$ cat src/rtl/timebase_scaler.sv
module timebase_scaler #(
  parameter int CNT_W    = 64,
  parameter int PRE_W    = 32,
  parameter int CTRL_W   = 32,
  parameter int SRC_BIT  = 8,
  parameter int STEP_BIT = 9
) (
  input  logic             clk_i,
  input  logic             rst_ni,
  input  logic             ctrl_we_i,
  input  logic [CTRL_W-1:0] ctrl_wdata_i,
  input  logic             pre_we_i,
  input  logic [PRE_W-1:0] pre_wdata_i,
  input  logic             xtal_tick_i,
  input  logic             core_tick_i,
  output logic [CNT_W-1:0] count_o
);
  localparam logic [PRE_W-1:0] UNITY = PRE_W'(1) << (PRE_W - 1);

  logic             src_q, step2_q;
  logic [PRE_W-1:0] pre_q;
  logic [PRE_W-2:0] acc_q;
  logic [CNT_W-1:0] cnt_q;

  logic             tick;
  logic [PRE_W-1:0] pre_eff;
  logic [PRE_W-1:0] sum;
  logic             fire;
  logic             unused_ctrl_bits;

  assign tick    = src_q ? core_tick_i : xtal_tick_i;
  assign pre_eff = (pre_q > UNITY) ? UNITY : pre_q;
  assign sum     = {1'b0, acc_q} + pre_eff;
  assign fire    = tick & ~pre_we_i & sum[PRE_W-1];
  assign count_o = cnt_q;
  assign unused_ctrl_bits = ^ctrl_wdata_i;

  always_ff @(posedge clk_i or negedge rst_ni) begin
    if (!rst_ni) begin
      src_q   <= 1'b0;
      step2_q <= 1'b0;
    end else if (ctrl_we_i) begin
      src_q   <= ctrl_wdata_i[SRC_BIT];
      step2_q <= ctrl_wdata_i[STEP_BIT];
    end
  end

  always_ff @(posedge clk_i or negedge rst_ni) begin
    if (!rst_ni) begin
      pre_q <= '0;
      acc_q <= '0;
    end else if (pre_we_i) begin
      pre_q <= pre_wdata_i;
      acc_q <= '0;
    end else if (tick) begin
      acc_q <= sum[PRE_W-2:0];
    end
  end

  always_ff @(posedge clk_i or negedge rst_ni) begin
    if (!rst_ni)   cnt_q <= '0;
    else if (fire) cnt_q <= cnt_q + (step2_q ? CNT_W'(2) : CNT_W'(1));
  end
endmodule

$ cat config.mk
export PLATFORM = sky130hd
export DESIGN_NAME = timebase_scaler
export DESIGN_NICKNAME = d
export VERILOG_FILES = /design/src/rtl/timebase_scaler.sv
export SDC_FILE = /design/constraint.sdc
export NUM_CORES = 1
export LEC_CHECK = 0
export ABC_AREA = 0
export CAP_MARGIN = 0
export CELL_PAD_IN_SITES_DETAIL_PLACEMENT = 0
export CELL_PAD_IN_SITES_GLOBAL_PLACEMENT = 1
export CORE_MARGIN = 3
export CORE_UTILIZATION = 45
export CTS_BUF_LIST = sky130_fd_sc_hd__clkbuf_16
export DETAILED_ROUTE_END_ITERATION = 12
export DONT_BUFFER_PORTS = 1
export PLACE_DENSITY_LB_ADDON = 0.1
export SYNTH_ARGS = -nofsm -noshare
export SYNTH_HDL_FRONTEND = slang
export SYNTH_SLANG_ARGS = --single-unit
$ cat constraint.sdc
create_clock -name clk_i -period 4.73 [get_ports clk_i]
set_input_delay 0.473 -clock clk_i [delete_from_list [all_inputs] [get_ports clk_i]]
set_output_delay 0.473 -clock clk_i [all_outputs]
set_load 0.02 [all_outputs]
# After elaboration in Yosys (flattened, before gate mapping)
# Cells that the tools add are included.
word_totals:
  register_bits: 129
  inputBits: 70
  out_inout_bits: 64
  word_cells: 17
classes:
  addsub: 2
  order_cmp: 1
  n_mux: 5
  bitwise_logic: 3
  reduce_logical: 1
op_table:
  columns: ["cell", "n"]
  rows:
  - ["$add 64x2->64", 1]
  - ["$mux 31", 2]
  - ["$add 31x32->32", 1]
  - ["$gt 32x32->1 const B", 1]
  - ["$mux 32", 1]
  - ["$and 1x1->1", 2]
  - ["$mux 2", 1]
  - ["$reduce_bool 2->1", 1]
  - ["$mux 1", 1]
  - ["$not 1->1", 1]

# Longest topological paths before layout
# Gate-level depths: netlist (run 1).
depth:
  depth_word: 5
  depth_mapped: 17
  ltp_nobuf: 14

# Least setup slack after synthesis (run 1)
# OpenSTA, ideal clock, no wires.
synth_timing:
  path_type: "flip-flop to flip-flop"
  startpoint: "register pre_q[24]"
  endpoint: "register cnt_q[56], in the netlist count_o[56]"
  setup_time_ps: 131
  arrival_time_ps: 3498
  required_time_ps: 4599
  path_slack_ps: 1102
  stages_incl_launch_ff: 17
  n_path_buf: 3
  synth_period_minus_slack_ps: 3628
  path_cell_list: "dfrtp_1 nor4b_1 nand4_1 o21ai_0 clkbuf_1 and2_1 ha_1 buf_6 a21o_1 a221o_1 nor2_2 nand2_1 o21a_2 a221oi_4 buf_2 nand4_1 xnor2_1"
synth_between:
  elab_chain_len: 4
synth_rtl:
  columns: ["item", "line", "rtl"]
  rows:
  - ["start: declaration", "21", "logic [PRE_W-1:0] pre_q;"]
  - ["start signal: assignment", "53", "pre_q <= pre_wdata_i;"]
  - ["$gt 32x32->1", "32", "assign pre_eff = (pre_q > UNITY) ? UNITY : pre_q;"]
  - ["$mux 32 *", "32", null]
  - ["$add 31x32->32 *", "33", "assign sum = {1'b0, acc_q} + pre_eff;"]
  - ["$and 1x1->1 *", "34", "assign fire = tick & ~pre_we_i & sum[PRE_W-1];"]
  - ["end signal: assignment", "62", "else if (fire) cnt_q <= cnt_q + (step2_q ? CNT_W'(2) : CNT_W'(1));"]
  - ["end: declaration", "23", "logic [CNT_W-1:0] cnt_q;"]
# Every way passes the cells marked *; elsewhere a longest branch is shown, timed or not.
# A chain may end at the register's enable or synchronous reset.

# Worst setup path in the final report (run 1)
layout_timing:
  startpoint: "register pre_q[17]"
  endpoint: "register cnt_q[0], in the netlist count_o[0]"
# Same word-level chain as after synthesis.

==> summary.md, run 1 <==
| Metric | Value |
|---|---|
| Pre-CTS setup slack | 0.478 ns |
| Longest Clk Path Bufs | 2 |
| CTS tree | done |
| Worst Tran Pin Value | 0.723 ns |
| Worst VDD drop | 0.481 mV |
| Mapped Cells | 787 |
| Worst Skew | 0.00908 ns |
| CP Capture Type | flop |
| Syn Std Cell Area | 7880 µm² |
| # clock sinks | 129 |
| Htree depth | 4 |
| Remaining Overflow, GRT | 0 |
| Mapped Nets | 892 |
| Share of layout cells above drive strength 1 | 14.9% |
| Reg2reg path depth | 13 |
| PnR worst setup slack | 0.554 ns |
| Syn-to-layout area delta | 11.1% |
| Vias post-DR | 5987 |
| Fin crit period | 4.18 ns |
| Status | finished with violations |
| Nets | 884 |
| Endpoints failing setup | 0 |
| Setup repair bufs after CTS | 0 |
| Starting DRT DRC Count | 335 |
| Antenna Nets Post-Route | 0 |
| Leak Pwr | 0.00358 µW |
| ANT cells | 0 |
| Crit path DAT | 4.48 ns |
| GRT Util Overall | 20.8% |
| DRC viols | 0 |
| Vias/cell | 5.92 |
| FF+latch count, synth | 129 |
| Max-cap violations | 0 |
| Synth async-reset ratio | 100% |
| Starting density of the core | 46.7% |
| Largest net degree at the start of global routing | 130 |
| Pwr dens | 401 nW/µm² |
| Syn Area/Cell | 10.0 µm² |
| Port buffer count | 0 |
| Inserted Clock Buffers | 17 |
| EDFF count, synth | 0 |
| PostCTS Resize Cnt | 0 |
| I/O pin count | 134 |
| Hold_ws | -0.00920 ns |
| Final Max Tran Viols | 0 |
| Seq/Total Area, Yosys | 41.0% |
| Vias in the first global route | 6128 |
| Reg clk slew, reported paths | 0.06 ns |
| Top cells by area, synth | dfrtp_1 41%, ha_1 5.2%, xor2_1 5.1% |
| RSZ-0062 raised after global routing | no |
| Count leader, synth | dfrtp_1 |
| Reg2reg setup slack | 0.55 ns |
| R2r startpoint | pre_q[17] |
| Final hold viol count | 1 |
| Routed wire length per instance | 19.6 µm |
| Failing checks | hold timing |
| Reg2reg end | count_o[0] |
| Period Utilization, post-route | 88.3% |
| Root Buffer | clkbuf_16 |
| Core ar. | 16900 µm² |
| Tightest Hold Check Type | input port to asynchronous set/reset pin |
| Worst-path fanout max | 39 |
| Setup TNS Final | 0 ns |
| Placed Cells | 979 |
| Clk Latency, worst-skew pair | 0.42 ns |
| Max Freq | 239 MHz |
| Distinct cells, synth | 66 |
| Synth top area share | 41.0% |
| RD Place Congestion | 0.844 |
| First-pass GRT wire length | 32900 µm |
| Slew HR | 51.6% |
| Commonest cells post-synth | 129 x dfrtp_1, 57 x nand2_1, 47 x nand3_1 |
| Die height | 138 µm |
| Dominant synthesized flop cell | dfrtp_1 |
| Non-filler cells, final | 1011 |
| # rows | 47 |
| Largest area contributor in the netlist | dfrtp_1 |
| CP startpoint | pre_q[17] |
| DIE AREA | 19100 µm² |
| Synthesis Warnings | 0 |
| Dpl hpwl | 13600 µm |
| Critical path startpoint category | flop |
| Drt total wl | 19800 µm |
| CP required | 5.04 ns |
| Crit path kind | flop to flop |
| DR pass1 iterations | 4 |
| Die Width | 138 µm |
| Antenna violations before repair | 0 |
-- critical path: stages (launching register included) --
cell,delay (ns)
dfrtp_1,0.39
nor4_1,0.51
nand4_1,0.16
o21ai_1,0.25
buf_4,0.22
and2_1,0.14
ha_1,0.29
and2_1,0.23
a221o_1,0.39
nor2_2,0.14
nand2_1,0.09
o211ai_2,0.28
a22o_4,0.59
mux2_1,0.38
-- layout by cell type (no fill, tap or decap), types with 13 or more instances in the layout --
cell / netlist / final
ha_1: 33 / 33
buf_4: 0 / 13
o21ai_0: 32 / 31
xor2_1: 46 / 46
and3_1: 16 / 16
and2_1: 37 / 37
nand4_1: 28 / 28
xnor2_1: 38 / 38
mux2_2: 33 / 33
nor4_2: 14 / 15
nand2_1: 57 / 57
a21oi_1: 34 / 33
inv_1: 17 / 18
clkbuf_16: 0 / 17
dfrtp_1: 129 / 129
nor4_1: 16 / 15
nand3_1: 47 / 47
nor3_1: 18 / 18
a21o_1: 22 / 22
nor2_1: 23 / 23
-- metrics by stage --
stage,area (µm²),utilization (%),total power (µW)
2_1_floorplan,7880,-,1840
5_1_grt,8750,51.8,3680
4_1_cts,8750,51.8,3550
3_3_place_gp,8060,47.8,2000
3_5_place_dp,8060,47.8,2010
6_report,8750,51.8,3510
-- power by group --
part | switching, µW | internal, µW | total (µW)
logic | 447 | 254 | 701
clock network | 509 | 987 | 1500
registers | 118 | 1200 | 1320
total | 1070 | 2440 | 3510
-- layout make-up --
| class | count | area, µm² |
|---|---|---|
| well taps | 220 | 275 |
| multi-input cells | 600 | 4400 |
| flip-flops and latches | 129 | 3230 |
| repair buffers | 14 | 125 |
| fillers | 1527 | 8130 |
| clock inverters | 14 | 235 |
| inverters | 17 | 63.8 |
| clock buffers | 17 | 425 |
-- cells by family after synthesis --
logic type,Yosys count,synth area share [%]
flops,129,41.0
fa+ha+maj,35,5.75
simple gates,305,23.4
xor+xnor,84,9.34
compound gates,141,12.1
mux,35,4.99
buf+inv,58,3.46
-- metal layers --
| metal | GRT usage [%] | wire length (µm) | vias up |
|---|---|---|---|
| li1 | - | - | 2861 |
| met1 | 26.8 | 8580 | 2962 |
| met2 | 34.5 | 9720 | 145 |
| met3 | 6.60 | 1290 | 19 |
| met4 | 4.94 | 204 | 0 |
| met5 | 0 | 0 | - |
-- flip-flops by register name, summed over array words and instances (netlist names) --
name	flops
step2_q	1
src_q	1
pre_q	32
count_o	64
acc_q	31
-- repair_timing --
item / 4_1_cts / 5_1_grt
hold buffers: 1 / 0
endpoints found under the setup margin: 0 / 0
hold endpoints to repair: 129 / 0
-- worst max path at each step --
stage	end	slack (ns)
final	count_o[0]	0.55
after global routing	count_o[22]	0.13
after floorplan	count_o[56]	1.10
after global placement	count_o[22]	0.48
after CTS	count_o[28]	0.45
after detailed placement	count_o[28]	0.48
No activity file was read; power rests on OpenSTA's default activity.
==> run 2: changes to the inputs <==
ABC_AREA = 1   (was 0)
==> run 2 against run 1 <==
The run still ends with hold timing left; worst hold slack better by 0.0015 ns; cell count up 68%; wire length increased by 44%; non-clock buffer count fell by 9; combinational power decreased by 26%; register-to-register slack improved by 0.03 ns; clock skew rose by 0.00088 ns; total power down 12%; first-iteration DRC count up 99%; sequential share of layout area down 5.1 points; clock power fell by 11%; global-route usage grew 4.7 points; critical path type unchanged; largest power group unchanged.
==> summary.md, run 2 <==
| Metric | Value |
|---|---|
| FF+latch count, synth | 129 (unchanged) |
| Mapped Nets | 1535 (+72%) |
| R2r startpoint | pre_q[15] |
| Tightest Hold Check Type | input port to asynchronous set/reset pin |
| CP startpoint | pre_q[15] |
| Most common cell on crit path | nand2_1 |
| Worst Tran Pin Value | 0.874 ns (+0.151 ns) |
| I/O pin count | 134 (unchanged) |
| Crit path kind | flop to flop |
| Seq/Total Area, Yosys | 34.6% (-6.4 points) |
| Largest net degree at the start of global routing | 130 (unchanged) |
| Starting density of the core | 46.0% (-0.66 points) |
| Worst Skew | 0.00997 ns (+0.000884 ns) |
| Syn-to-layout area delta | 8.72% |
| Most common cell after layout, fill and taps aside | nand2_1 |
| Stages on worst setup path | 18 (+5) |
| Critical path's top delay family | simple AND/OR/NAND/NOR gates |
| # rows | 52 (+11%) |
| Pwr dens | 305 nW/µm² (-24%) |
| Reg2reg end | count_o[4] |
| Mapped Cells | 1430 (+82%) |
| Hold_ws | -0.00769 ns (+0.00151 ns) |
| Share of layout cells above drive strength 1 | 5.45% (-9.5 points) |
| Max Freq | 241 MHz (+0.81%) |
| Synth async-reset ratio | 100% (unchanged) |
| Crit path DAT | 4.50 ns (+0.02 ns) |
| Pre-CTS setup slack | 0.593 ns (+0.115 ns) |
| Nets | 1524 (+72%) |
| Top cells by area, synth | dfrtp_1 35%, nand2_1 20%, nand3_1 6.8% |
| Core ar. | 20300 µm² (+20%) |
| Die Width | 150 µm (+8.5%) |
| Reg clk slew, reported paths | 0.06 ns (about the same) |
| Routed wire length per instance | 16.7 µm (-15%) |
| Commonest cells post-synth | 506 x nand2_1, 165 x nor2_1, 158 x inv_1 |
| CP Capture Type | flop |
| DIE AREA | 22500 µm² (+18%) |
| Inserted Clock Buffers | 17 (unchanged) |
| Worst-path fanout max | 59 (+51%) |
| Die height | 150 µm (+8.5%) |
| DR pass1 iterations | 5 (+1) |
| Cells along the critical path | inv_1 -> nand4_1 -> nor4_1 -> a21oi_2 -> buf_4 -> nor2_1 -> ha_1 -> or2_1 -> nand3_1 -> nand2_1 -> nand2_2 -> nand2_4 -> nand2_4 -> nand3_4 -> nand3_4 -> buf_4 -> nand2_1 -> nand2_1 |
| Final Total Pwr | 3100 µW (-12%) |
| Remaining Overflow, GRT | 0 (unchanged) |
| Most frequent cells in the layout | 506 x nand2_1, 164 x nor2_1, 158 x inv_1 |
| Distinct cells, synth | 39 (-41%) |
| Syn Std Cell Area | 9340 µm² (+19%) |
| Final hold viol count | 8 (+7) |
| Critical path startpoint category | flop |
| Port buffer count | 0 (unchanged) |
| Final Max Tran Viols | 0 (unchanged) |
| First-pass GRT wire length | 45500 µm (+38%) |
| Drt total wl | 28400 µm (+44%) |
| CP required | 5.08 ns (+0.04 ns) |
| CP max stage delay | 0.58 ns (about the same) |
| Htree depth | 4 (unchanged) |
| Clk Latency, worst-skew pair | 0.42 ns (about the same) |
| Status | finished with violations |
| Antenna violations before repair | 0 (unchanged) |
| Count leader, synth | nand2_1 |
| GRT Util Overall | 25.5% (+4.7 points) |
| ANT cells | 0 (unchanged) |
| Synth top area share | 34.6% (-6.4 points) |
| Longest Clk Path Bufs | 2 (unchanged) |
| Reg2reg path depth | 18 (+5) |
| Post-DP Area | 9550 µm² (+18%) |
| Synthesis Warnings | 0 (unchanged) |
| Dpl hpwl | 21600 µm (+59%) |
| Largest area contributor in the netlist | dfrtp_1 |
| Leak Pwr | 0.00504 µW (+41%) |
| Reg2reg setup slack | 0.59 ns (+0.03 ns) |
| # clock sinks | 129 (unchanged) |
| Vias/cell | 5.25 (-11%) |
| Syn Area/Cell | 6.53 µm² (-35%) |
| Endpoints failing setup | 0 (unchanged) |
| Buf/Inv on CP | 3 (+2) |
| Filler cell count | 2198 (+44%) |
| Critical path endpoint | count_o[4] |
| EDFF count, synth | 0 (unchanged) |
| Vias post-DR | 8926 (+49%) |
| Fin crit period | 4.14 ns (-0.0335 ns) |
| Starting DRT DRC Count | 665 (+99%) |
| RD Place Congestion | 0.949 (+12%) |
| Worst path slowest cell | nor4_1 |
| RSZ-0062 raised after global routing | no |
| Design area | 10200 µm² (+16%) |
| Worst VDD drop | 0.253 mV (-47%) |
| CTS tree | done |
| Largest register FFs | 64 (unchanged) |
| Period Utilization, post-route | 87.6% (-0.71 points) |
| Failing checks | hold timing |
| Root Buffer | clkbuf_16 |
| Dominant synthesized flop cell | dfrtp_1 |
| DRC viols | 0 (unchanged) |
| Max-cap violations | 0 (unchanged) |
| PostCTS Resize Cnt | 0 (unchanged) |
| Setup TNS Final | 0 ns (unchanged) |
| Slew HR | 41.6% (-10 points) |
| Antenna Nets Post-Route | 0 (unchanged) |
| Vias in the first global route | 8551 (+40%) |
| PnR worst setup slack | 0.587 ns (+0.0335 ns) |
==> run 2: cell types whose count changed after synthesis, sizes merged, moves of 30 or more <==
| cell | previous run | this run |
|---|---|---|
| nand2 | 57 | 527 |
| inv | 17 | 164 |
| nor2 | 24 | 170 |
| nand3 | 49 | 128 |
| o21ai | 33 | 74 |
| and2 | 37 | 1 |
| mux2 | 34 | 0 |
| nor4 | 32 | 2 |
==> run 2: area by class of cell <==
cell class | instances | area [µm²] | share of cell area (%)
Tap cell | 270 | 338 | 3.33
Multi-Input combinational cell | 1101 | 5330 | 52.5
Inverter | 165 | 619 | 6.10
Timing Repair Buffer | 5 | 57.6 | 0.567
Clock buffer | 17 | 425 | 4.19
Sequential cell | 129 | 3230 | 31.8
Clock inverter | 14 | 156 | 1.54
==> run 2: cells by family after synthesis <==
group	count (synthesis)	share of synthesized area (%)
flops	129	34.6
buf+inv	200	8.57
fa+ha+maj	35	4.85
compound gates	134	7.90
simple gates	887	39.9
xor+xnor	45	4.22
==> run 2: worst min path at each step <==
stage	startpoint	endpoint	slack, ns	depth (start not counted)
2_1_floorplan	rst_ni	acc_q[0]	0.18	0
3_3_place_gp	rst_ni	acc_q[3]	0.18	0
3_5_place_dp	rst_ni	acc_q[3]	0.18	0
4_1_cts	rst_ni	acc_q[3]	0.05	1
5_1_grt	rst_ni	acc_q[3]	0.07	1
6_report	rst_ni	acc_q[3]	-0.008	1
==> run 2: stage by stage <==
stage                     hold WS (ns)  utilization [%]  std cells
after floorplan                  0.177                -       1430
after global placement           0.181             47.0       1669
after detailed placement         0.182             47.0       1669
after CTS                       0.0520             50.0       1701
after global routing            0.0746             50.0       1701
final                         -0.00769             50.0       1701
==> run 2: power by group <==
part / internal, µW / leakage, µW / total, µW / switching, µW
combinational: 163 / 0.00304 / 521 / 358
sequential: 1170 / 0.00172 / 1250 / 76.5
clock: 781 / 0.000278 / 1330 / 545
total: 2120 / 0.00504 / 3100 / 980
==> run 2: repair_timing <==
item / in CTS / in global routing
hold endpoints to repair: 129 / 0
hold buffers: 1 / 0
setup endpoints to repair: 0 / 0
buffers inserted: 0 / 0
==> run 2: routing by layer <==
layer / global-route usage, % / vias to the layer above / part of all wire, %
li1: - / 4514 / -
met1: 39.2 / 4116 / 50
met2: 37.4 / 271 / 41
met3: 5.00 / 25 / 7.2
met4: 4.89 / 0 / 1.1
met5: 0 / - / 0
==> run 2: worst reg2reg max path, stage by stage (launching register included) <==
cell,delay (ns)
dfrtp_1,0.36
inv_1,0.12
nand4_1,0.16
nor4_1,0.58
a21oi_2,0.32
buf_4,0.32
nor2_1,0.18
ha_1,0.29
or2_1,0.25
nand3_1,0.10
nand2_1,0.12
nand2_2,0.11
nand2_4,0.08
nand2_4,0.09
nand3_4,0.12
nand3_4,0.10
buf_4,0.56
nand2_1,0.14
nand2_1,0.09
